<file path="config.mk">
export PLATFORM = sky130hd
export DESIGN_NAME = sensor_stream_gen
export DESIGN_NICKNAME = d
export VERILOG_FILES = /design/src/rtl/ssg_pkg.sv /design/src/rtl/ssg_regs.sv /design/src/rtl/ssg_timing.sv /design/src/rtl/ssg_pattern.sv /design/src/rtl/sensor_stream_gen.sv
export SDC_FILE = /design/constraint.sdc
export NUM_CORES = 1
export LEC_CHECK = 0
export ABC_AREA = 1
export BUFFER_PORTS_ARGS = -buffer_cell sky130_fd_sc_hd__buf_2
export CAP_MARGIN = 20
export CORE_MARGIN = 2
export CORE_UTILIZATION = 30
export DETAILED_ROUTE_END_ITERATION = 10
export PLACE_DENSITY = 0.51
export SYNTH_ARGS = -nofsm -noshare
export SYNTH_HDL_FRONTEND = slang
export SYNTH_HIERARCHICAL = 1
export SYNTH_SLANG_ARGS = --single-unit
</file>
<file path="constraint.sdc">
create_clock -name clk -period 4.9 [get_ports clk]
set_input_delay 0.49 -clock clk [delete_from_list [all_inputs] [get_ports clk]]
set_output_delay 0.49 -clock clk [all_outputs]
set_load 0.02 [all_outputs]
</file>
<file path="src/rtl/ssg_pkg.sv">
package ssg_pkg;

    localparam int DIM_W      = 12;
    localparam int PIX_W      = 12;
    localparam int DEF_WIDTH  = 2592;
    localparam int DEF_HEIGHT = 1944;
    localparam int DEF_HBLANK = 16;
    localparam int DEF_VBLANK = 8;
    localparam int BAR_BIT    = 3;

    localparam logic [3:0] REG_WIDTH   = 4'd0;
    localparam logic [3:0] REG_HEIGHT  = 4'd1;
    localparam logic [3:0] REG_HBLANK  = 4'd2;
    localparam logic [3:0] REG_VBLANK  = 4'd3;
    localparam logic [3:0] REG_MODE    = 4'd4;
    localparam logic [3:0] REG_TVAL_A  = 4'd5;
    localparam logic [3:0] REG_TVAL_B  = 4'd6;
    localparam logic [3:0] REG_RESTART = 4'd7;

    typedef enum logic [2:0] {
        TP_FIELD   = 3'd0,
        TP_HGRAD   = 3'd1,
        TP_VGRAD   = 3'd2,
        TP_DIAG    = 3'd3,
        TP_CLASSIC = 3'd4,
        TP_WALK    = 3'd5,
        TP_BARS    = 3'd6,
        TP_RSVD    = 3'd7
    } tp_sel_e;

    typedef struct packed {
        logic [DIM_W-1:0] width;
        logic [DIM_W-1:0] height;
        logic [DIM_W-1:0] hblank;
        logic [DIM_W-1:0] vblank;
        logic             xor_lv;
        logic             cont_lv;
        logic             mir_col;
        logic             mir_row;
        logic             tp_en;
        tp_sel_e          tp_sel;
        logic [PIX_W-1:0] tv_a;
        logic [PIX_W-1:0] tv_b;
    } cfg_t;

    function automatic cfg_t cfg_default();
        cfg_t c;
        c.width   = DIM_W'(DEF_WIDTH);
        c.height  = DIM_W'(DEF_HEIGHT);
        c.hblank  = DIM_W'(DEF_HBLANK);
        c.vblank  = DIM_W'(DEF_VBLANK);
        c.xor_lv  = 1'b0;
        c.cont_lv = 1'b0;
        c.mir_col = 1'b0;
        c.mir_row = 1'b0;
        c.tp_en   = 1'b0;
        c.tp_sel  = TP_FIELD;
        c.tv_a    = '0;
        c.tv_b    = '0;
        return c;
    endfunction

endpackage

</file>
<file path="src/rtl/ssg_regs.sv">
module ssg_regs
    import ssg_pkg::*;
#(
    parameter int AW = 4,
    parameter int DW = 16
) (
    input  logic          clk,
    input  logic          rst_n,
    input  logic          cfg_we,
    input  logic [AW-1:0] cfg_addr,
    input  logic [DW-1:0] cfg_wdata,
    output cfg_t          cfg,
    output logic          restart
);

    cfg_t cfg_d, cfg_q;

    function automatic logic [DIM_W-1:0] at_least_one(input logic [DW-1:0] v);
        logic [DIM_W-1:0] t;
        t = v[DIM_W-1:0];
        return (t == '0) ? DIM_W'(1) : t;
    endfunction

    always_comb begin
        cfg_d   = cfg_q;
        restart = 1'b0;
        if (cfg_we) begin
            case (cfg_addr)
                AW'(REG_WIDTH):   cfg_d.width  = at_least_one(cfg_wdata);
                AW'(REG_HEIGHT):  cfg_d.height = at_least_one(cfg_wdata);
                AW'(REG_HBLANK):  cfg_d.hblank = at_least_one(cfg_wdata);
                AW'(REG_VBLANK):  cfg_d.vblank = at_least_one(cfg_wdata);
                AW'(REG_MODE): begin
                    cfg_d.xor_lv  = cfg_wdata[0];
                    cfg_d.cont_lv = cfg_wdata[1];
                    cfg_d.mir_col = cfg_wdata[2];
                    cfg_d.mir_row = cfg_wdata[3];
                    cfg_d.tp_en   = cfg_wdata[4];
                    cfg_d.tp_sel  = tp_sel_e'(cfg_wdata[7:5]);
                end
                AW'(REG_TVAL_A):  cfg_d.tv_a = cfg_wdata[PIX_W-1:0];
                AW'(REG_TVAL_B):  cfg_d.tv_b = cfg_wdata[PIX_W-1:0];
                AW'(REG_RESTART): restart    = cfg_wdata[0];
                default: ;
            endcase
        end
    end

    always_ff @(posedge clk) begin
        if (!rst_n) cfg_q <= cfg_default();
        else        cfg_q <= cfg_d;
    end

    assign cfg = cfg_q;

    logic unused_wdata_hi;
    assign unused_wdata_hi = ^cfg_wdata[DW-1:DIM_W];

    AST_SIZES_NONZERO: assert property (@(posedge clk) disable iff (!rst_n)
        (cfg_q.width != '0 && cfg_q.height != '0 && cfg_q.hblank != '0 && cfg_q.vblank != '0));

endmodule

</file>
<file path="src/rtl/ssg_timing.sv">
module ssg_timing
    import ssg_pkg::*;
#(
    parameter int PIX_DIV = 2
) (
    input  logic           clk,
    input  logic           rst_n,
    input  cfg_t           cfg_in,
    input  logic           restart,
    output cfg_t           cfg_act,
    output logic [DIM_W:0] row,
    output logic [DIM_W:0] col,
    output logic           pix_en
);

    localparam int DIVW = (PIX_DIV > 1) ? $clog2(PIX_DIV) : 1;
    localparam logic [DIVW-1:0] DIV_LAST = DIVW'(PIX_DIV - 1);

    typedef struct packed {
        logic [DIM_W:0] row;
        logic [DIM_W:0] col;
        logic [DIVW-1:0] div;
        cfg_t           shd;
    } tstate_t;

    tstate_t d, q;
    logic [DIM_W:0] line_len, frame_len;
    logic           slot_en;

    always_comb begin
        line_len  = {1'b0, q.shd.width}  + {1'b0, q.shd.hblank};
        frame_len = {1'b0, q.shd.height} + {1'b0, q.shd.vblank};
        slot_en   = (q.div == DIV_LAST);
        d = q;
        if (restart) begin
            d.row = '0;
            d.col = '0;
            d.div = '0;
            d.shd = cfg_in;
        end else if (slot_en) begin
            d.div = '0;
            if (q.col == line_len - 1'b1) begin
                d.col = '0;
                if (q.row == frame_len - 1'b1) begin
                    d.row = '0;
                    d.shd = cfg_in;
                end else begin
                    d.row = q.row + 1'b1;
                end
            end else begin
                d.col = q.col + 1'b1;
            end
        end else begin
            d.div = q.div + 1'b1;
        end
    end

    always_ff @(posedge clk) begin
        if (!rst_n) begin
            q.row <= (DIM_W+1)'(DEF_HEIGHT);
            q.col <= '0;
            q.div <= '0;
            q.shd <= cfg_default();
        end else begin
            q <= d;
        end
    end

    assign cfg_act = q.shd;
    assign row     = q.row;
    assign col     = q.col;
    assign pix_en  = slot_en;

    AST_RESTART_HOME: assert property (@(posedge clk) disable iff (!rst_n)
        restart |=> (q.row == '0 && q.col == '0 && q.div == '0));

    AST_POS_IN_RANGE: assert property (@(posedge clk) disable iff (!rst_n)
        (q.col < line_len && q.row < frame_len));

    AST_SHADOW_HOLD: assert property (@(posedge clk) disable iff (!rst_n)
        !(q.row == '0 && q.col == '0) |-> $stable(q.shd));

    generate
        if (PIX_DIV > 1) begin : g_gap
            AST_PIXEN_GAP: assert property (@(posedge clk) disable iff (!rst_n)
                pix_en |=> !pix_en);
        end
    endgenerate

endmodule

</file>
<file path="src/rtl/ssg_pattern.sv">
module ssg_pattern
    import ssg_pkg::*;
(
    input  logic [DIM_W-1:0] width,
    input  logic [DIM_W-1:0] height,
    input  logic             mir_col,
    input  logic             mir_row,
    input  logic             tp_en,
    input  tp_sel_e          tp_sel,
    input  logic [PIX_W-1:0] tv_a,
    input  logic [PIX_W-1:0] tv_b,
    input  logic [DIM_W-1:0] row,
    input  logic [DIM_W-1:0] col,
    input  logic [PIX_W-1:0] sensor_pix,
    output logic [PIX_W-1:0] pix,
    output logic [1:0]       phase
);

    logic [DIM_W-1:0] ac, ar, diag, walk_pos;

    always_comb begin
        ac       = mir_col ? (width  - DIM_W'(1) - col) : col;
        ar       = mir_row ? (height - DIM_W'(1) - row) : row;
        diag     = ac + ar;
        walk_pos = ac % DIM_W'(PIX_W);
        phase    = {row[0], col[0]};
        if (!tp_en) begin
            pix = sensor_pix;
        end else begin
            case (tp_sel)
                TP_FIELD: begin
                    case (phase)
                        2'd1:    pix = tv_b;
                        2'd2:    pix = ~tv_a;
                        default: pix = tv_a;
                    endcase
                end
                TP_HGRAD:   pix = PIX_W'(ac);
                TP_VGRAD:   pix = PIX_W'(ar);
                TP_DIAG:    pix = PIX_W'(diag);
                TP_CLASSIC: pix = ac[0] ? tv_b : tv_a;
                TP_WALK:    pix = PIX_W'(1) << walk_pos;
                TP_BARS:    pix = ar[BAR_BIT] ? '1 : '0;
                default:    pix = '0;
            endcase
        end
    end

endmodule

</file>
<file path="src/rtl/sensor_stream_gen.sv">
module sensor_stream_gen
    import ssg_pkg::*;
#(
    parameter int PIX_DIV = 2,
    parameter int CFG_AW  = 4,
    parameter int CFG_DW  = 16
) (
    input  logic              clk,
    input  logic              rst_n,
    input  logic              cfg_we,
    input  logic [CFG_AW-1:0] cfg_addr,
    input  logic [CFG_DW-1:0] cfg_wdata,
    input  logic [PIX_W-1:0]  sensor_pix,
    output logic              pix_en,
    output logic              frame_valid,
    output logic              line_valid,
    output logic [PIX_W-1:0]  pix_data,
    output logic [1:0]        bayer_phase
);

    cfg_t           cfg_reg, cfg_act;
    logic           restart;
    logic [DIM_W:0] row, col;
    logic [PIX_W-1:0] src_pix;
    logic [1:0]     src_phase;
    logic           in_frame, in_cols, active;

    ssg_regs #(.AW(CFG_AW), .DW(CFG_DW)) regs_i (
        .clk       (clk),
        .rst_n     (rst_n),
        .cfg_we    (cfg_we),
        .cfg_addr  (cfg_addr),
        .cfg_wdata (cfg_wdata),
        .cfg       (cfg_reg),
        .restart   (restart)
    );

    ssg_timing #(.PIX_DIV(PIX_DIV)) timing_i (
        .clk     (clk),
        .rst_n   (rst_n),
        .cfg_in  (cfg_reg),
        .restart (restart),
        .cfg_act (cfg_act),
        .row     (row),
        .col     (col),
        .pix_en  (pix_en)
    );

    ssg_pattern pattern_i (
        .width      (cfg_act.width),
        .height     (cfg_act.height),
        .mir_col    (cfg_act.mir_col),
        .mir_row    (cfg_act.mir_row),
        .tp_en      (cfg_act.tp_en),
        .tp_sel     (cfg_act.tp_sel),
        .tv_a       (cfg_act.tv_a),
        .tv_b       (cfg_act.tv_b),
        .row        (row[DIM_W-1:0]),
        .col        (col[DIM_W-1:0]),
        .sensor_pix (sensor_pix),
        .pix        (src_pix),
        .phase      (src_phase)
    );

    always_comb begin
        in_frame = (row < {1'b0, cfg_act.height});
        in_cols  = (col < {1'b0, cfg_act.width});
        active   = in_frame && in_cols;
        if (cfg_act.xor_lv)       line_valid = active ^ in_frame;
        else if (cfg_act.cont_lv) line_valid = in_cols;
        else                      line_valid = active;
        frame_valid = in_frame;
        pix_data    = active ? src_pix   : '0;
        bayer_phase = active ? src_phase : 2'd0;
    end

    logic unused_cfg_bits;
    assign unused_cfg_bits = ^{cfg_act.hblank, cfg_act.vblank};

    AST_LV_WITHIN_FV: assert property (@(posedge clk) disable iff (!rst_n)
        (line_valid && (cfg_act.xor_lv || !cfg_act.cont_lv)) |-> frame_valid);

    AST_IDLE_ZERO: assert property (@(posedge clk) disable iff (!rst_n)
        !frame_valid |-> (pix_data == '0 && bayer_phase == 2'd0));

endmodule

</file>
==> flow_metrics.py <==
metrics = {
    "critical_path": {
        "slowest_stage": "fa_2",
        "r2r_start": "timing_i/cfg_act[69]",
        "cpPeakStageDelay_ns": 0.38,
        "start_kind": "register",
        "endpoint_kind": "primary output",
        "crit_path_end": "pix_data[0]",
        "cp.arrival_ns": 4.59,
        "ff2ff_path_depth": 19,
        "required_ns": 4.41,
        "crit_top_cell": "nand2_2",
        "critPathMaxFanout": 4,
        "critPathKind": "reg -> out",
        "r2r_slack_ns": 0.83,
        "crit_start": "timing_i/col[0]",
        "r2r_end": "timing_i/cfg_act[13]",
    },
    "pwr": {
        "vdd_ir_drop_max_v": 0.000279,
        "p_leak_nw": 8.47,
        "p_per_area_nw_per_um2": 212,
    },
    "placement": {
        "gp_congestion": 0.865,
        "dpl_worst_slack_ns": 0.0128,
        "hpwl_mm": 33.6,
        "place_area_sq_um": 15200,
        "portBuffers": 47,
    },
    "clocking": {
        "insertion_delay_ns": 0.46,
        "h-tree-depth": 4,
        "clkTransAtPathRegs_ns": 0.08,
        "cts_tree": "yes",
        "cts_buffers": 17,
        "cts_sinks": 187,
        "clockBufferDepth": 2,
        "root_buffer": "clkbuf_16",
        "holdBufCountCts": 0,
    },
    "logic_synthesis": {
        "synth_cell_types": 55,
        "ys_seq_area_share_pct": 26.7,
        "yosys.area.top_type": "dfxtp_1",
        "ys_top_cells_by_area": "dfxtp_1 27%, nand2_1 13%, inv_1 10%",
        "syn_nets": 2386,
        "synth-edff-count": 0,
        "async_flop_share_pct": 0,
        "ys_warn_count": 6,
        "avgSynthCellArea_sq_um": 6.25,
        "synth_top_area_share_pct": 26.7,
        "ys_ff_latch": 187,
        "syn-instance-count": 2242,
        "netlist_area_sq_um": 14000,
        "ys.flop_type": "dfxtp_1",
    },
    "sta": {
        "period_needed_ns": 5.08,
        "slew_headroom_pct": 25.0,
        "final.setup.tns_ns": -1.64,
        "report.final.hold_viol_count": 0,
        "drv_slew": 0,
        "fin_skew_ns": 0.0149,
        "worstMarginPinSlew_ns": 1.12,
        "layout_setup_ws_ns": -0.183,
        "setup_viol": 12,
        "finalCritPeriodShare_pct": 104,
        "max_freq_ghz": 0.197,
        "rsz0062_at_grt": "true",
    },
    "route": {
        "wl_met2_mm": 20.6,
        "routed-wl-met3_mm": 1.70,
        "dr.max_layer_used": "met4",
        "first_iter_violations": 1033,
        "m1WireLength_mm": 22.3,
        "drc": 0,
        "route.vias.total": 14100,
        "drt-total-wl_mm": 45.2,
        "avgViaCountPerCell": 4.78,
        "wl_per_cell_um": 15.3,
        "first_pass_iters": 7,
        "antenna_left": 0,
    },
    "global_routing": {
        "antenna_found_initial": 0,
        "grt_start_max_net_pins": 101,
        "grt_pass1_wl_mm": 70.5,
        "grt_pass1_vias": 12500,
        "overflow": 0,
        "grtUsageTotal_pct": 18.7,
    },
    "floorplanning": {
        "start_util_pct": 30.2,
        "dieHeight_um": 220,
        "die_w_um": 220,
        "die-area_sq_um": 48400,
        "core-area_sq_um": 46400,
        "rows": 79,
        "ios": 52,
    },
    "run_status": {
        "violations": "negative setup slack",
        "outcome": "complete, but fails checks",
    },
    "finish": {
        "drive_above_1_share_pct": 15.3,
        "fillerInstances": 5054,
        "syn2layout_area_growth_pct": 18.4,
        "antenna_cells": 0,
        "fin_area_sq_um": 16600,
        "nets": 2467,
    },
    "job": {
        "max_cap_viol_count": 0,
    },
    "hold_path": {
        "hp-class": "in -> reg",
    },
}
worst min path at each step:
stage	start	end	slack (ns)	cells after the start
finish	cfg_wdata[1]	regs_i/cfg[69]	0.43	3
global route	cfg_wdata[1]	regs_i/cfg[69]	0.43	3
CTS	cfg_wdata[1]	regs_i/cfg[69]	0.42	3
detailed placement	regs_i/cfg[65]	timing_i/cfg_act[65]	0.44	2
global placement	regs_i/cfg[65]	timing_i/cfg_act[65]	0.44	2
floorplan	regs_i/cfg[35]	timing_i/cfg_act[35]	0.43	2
cells in the mapped netlist, types with 10 or more instances:
library cell / n
a21oi_1: 98
buf_2: 16
clkbuf_1: 37
dfxtp_1: 187
ha_1: 104
inv_1: 382
nand2_1: 488
nand2_2: 12
nand3_1: 198
nand3_2: 10
nand4_1: 24
nor2_1: 339
nor2_2: 29
nor3_1: 15
o21ai_0: 128
xnor2_1: 15
xor2_1: 32
power breakdown:
| group | switching (W) | total [W] | leakage [nW] | internal (W) |
|---|---|---|---|---|
| logic | 0.000333 | 0.000511 | 6.65 | 0.000178 |
| clock network | 0.000715 | 0.00145 | 0.297 | 0.000733 |
| registers | 0.0000206 | 0.00156 | 1.52 | 0.00154 |
| total | 0.00107 | 0.00352 | 8.47 | 0.00245 |
per-stage QoR:
stage | hold slack, ns | instances | util (%) | power [W]
finish | 0.434 | 2943 | 35.8 | 0.00352
global route | 0.431 | 2943 | 35.8 | 0.00368
CTS | 0.421 | 2934 | 35.0 | 0.00355
detailed placement | 0.442 | 2891 | 32.7 | 0.00207
global placement | 0.441 | 2891 | 32.7 | 0.00206
floorplan | 0.429 | 2242 | - | 0.00192
cells in the final DEF (no fill, tap or decap), drive strengths merged:
cell     synthesis  layout
and3b            1       1
and2             2       2
nor3b            1       1
nor4             3       3
a31oi            1       1
nor3            15      15
o221ai           4       4
a22oi            3       3
inv            385     391
xor2            32      32
a21o             1       1
o211ai           5       5
nor2           375     375
dfxtp          187     187
nand3          213     213
o21ai          137     137
o21bai           4       4
nand3b           6       6
fa               5       5
a221oi           4       4
clkinv           2      10
buf             39     139
bufinv           0       1
nand2          502     502
o21a             2       2
o31ai            2       2
xnor2           15      15
o2111ai          5       5
a2111oi          1       1
or2              7       7
ha             104     104
o22ai            6       6
a211oi           4       4
clkbuf          38      17
nand4           28      28
a21boi           2       2
a21oi          101     101
layer usage:
layer,up-vias,track usage [%]
met2,294,30.1
met1,6515,26.7
met3,32,1.93
met4,0,4.27
met5,-,0
li1,7222,-
critical path: cells and delay by family (launching register included):
family                     cells  cell delay (ns)
AOI/OAI and AO/OA              2             0.28
DFF                            1             0.34
and+or+nand+nor               26             2.38
buffers and inverters          6             0.60
adders and majority gates      2             0.53
cells by family (layout without fill, tap and decap cells):
| logic type | count (synthesis) | count (layout) | share of synthesized area, % |
|---|---|---|---|
| DFF | 187 | 187 | 26.7 |
| xor gates and xnor gates | 47 | 47 | 2.94 |
| AOI/OAI and AO/OA | 282 | 282 | 11.1 |
| adders and majority gates | 109 | 109 | 10.0 |
| and+or+nand+nor | 1153 | 1153 | 36.1 |
| buffers and inverters | 464 | 558 | 13.1 |
timing repair:
item / in CTS / in global routing
pin swaps: 62 / 65
resized for setup: 90 / 71
setup endpoints to repair: 12 / 12
buffers inserted: 12 / 9
layout make-up:
cell class / instances / area (sq um) / area share (%)
sequential: 187 / 3760 / 22.6
clock inverter: 15 / 180 / 1.09
timing repair buffer: 139 / 1030 / 6.19
inverter: 387 / 1450 / 8.75
tap: 607 / 759 / 4.58
multi-input combinational: 1591 / 8990 / 54.2
clock buffer: 17 / 425 / 2.56
Power figures use the tool's default switching activity.
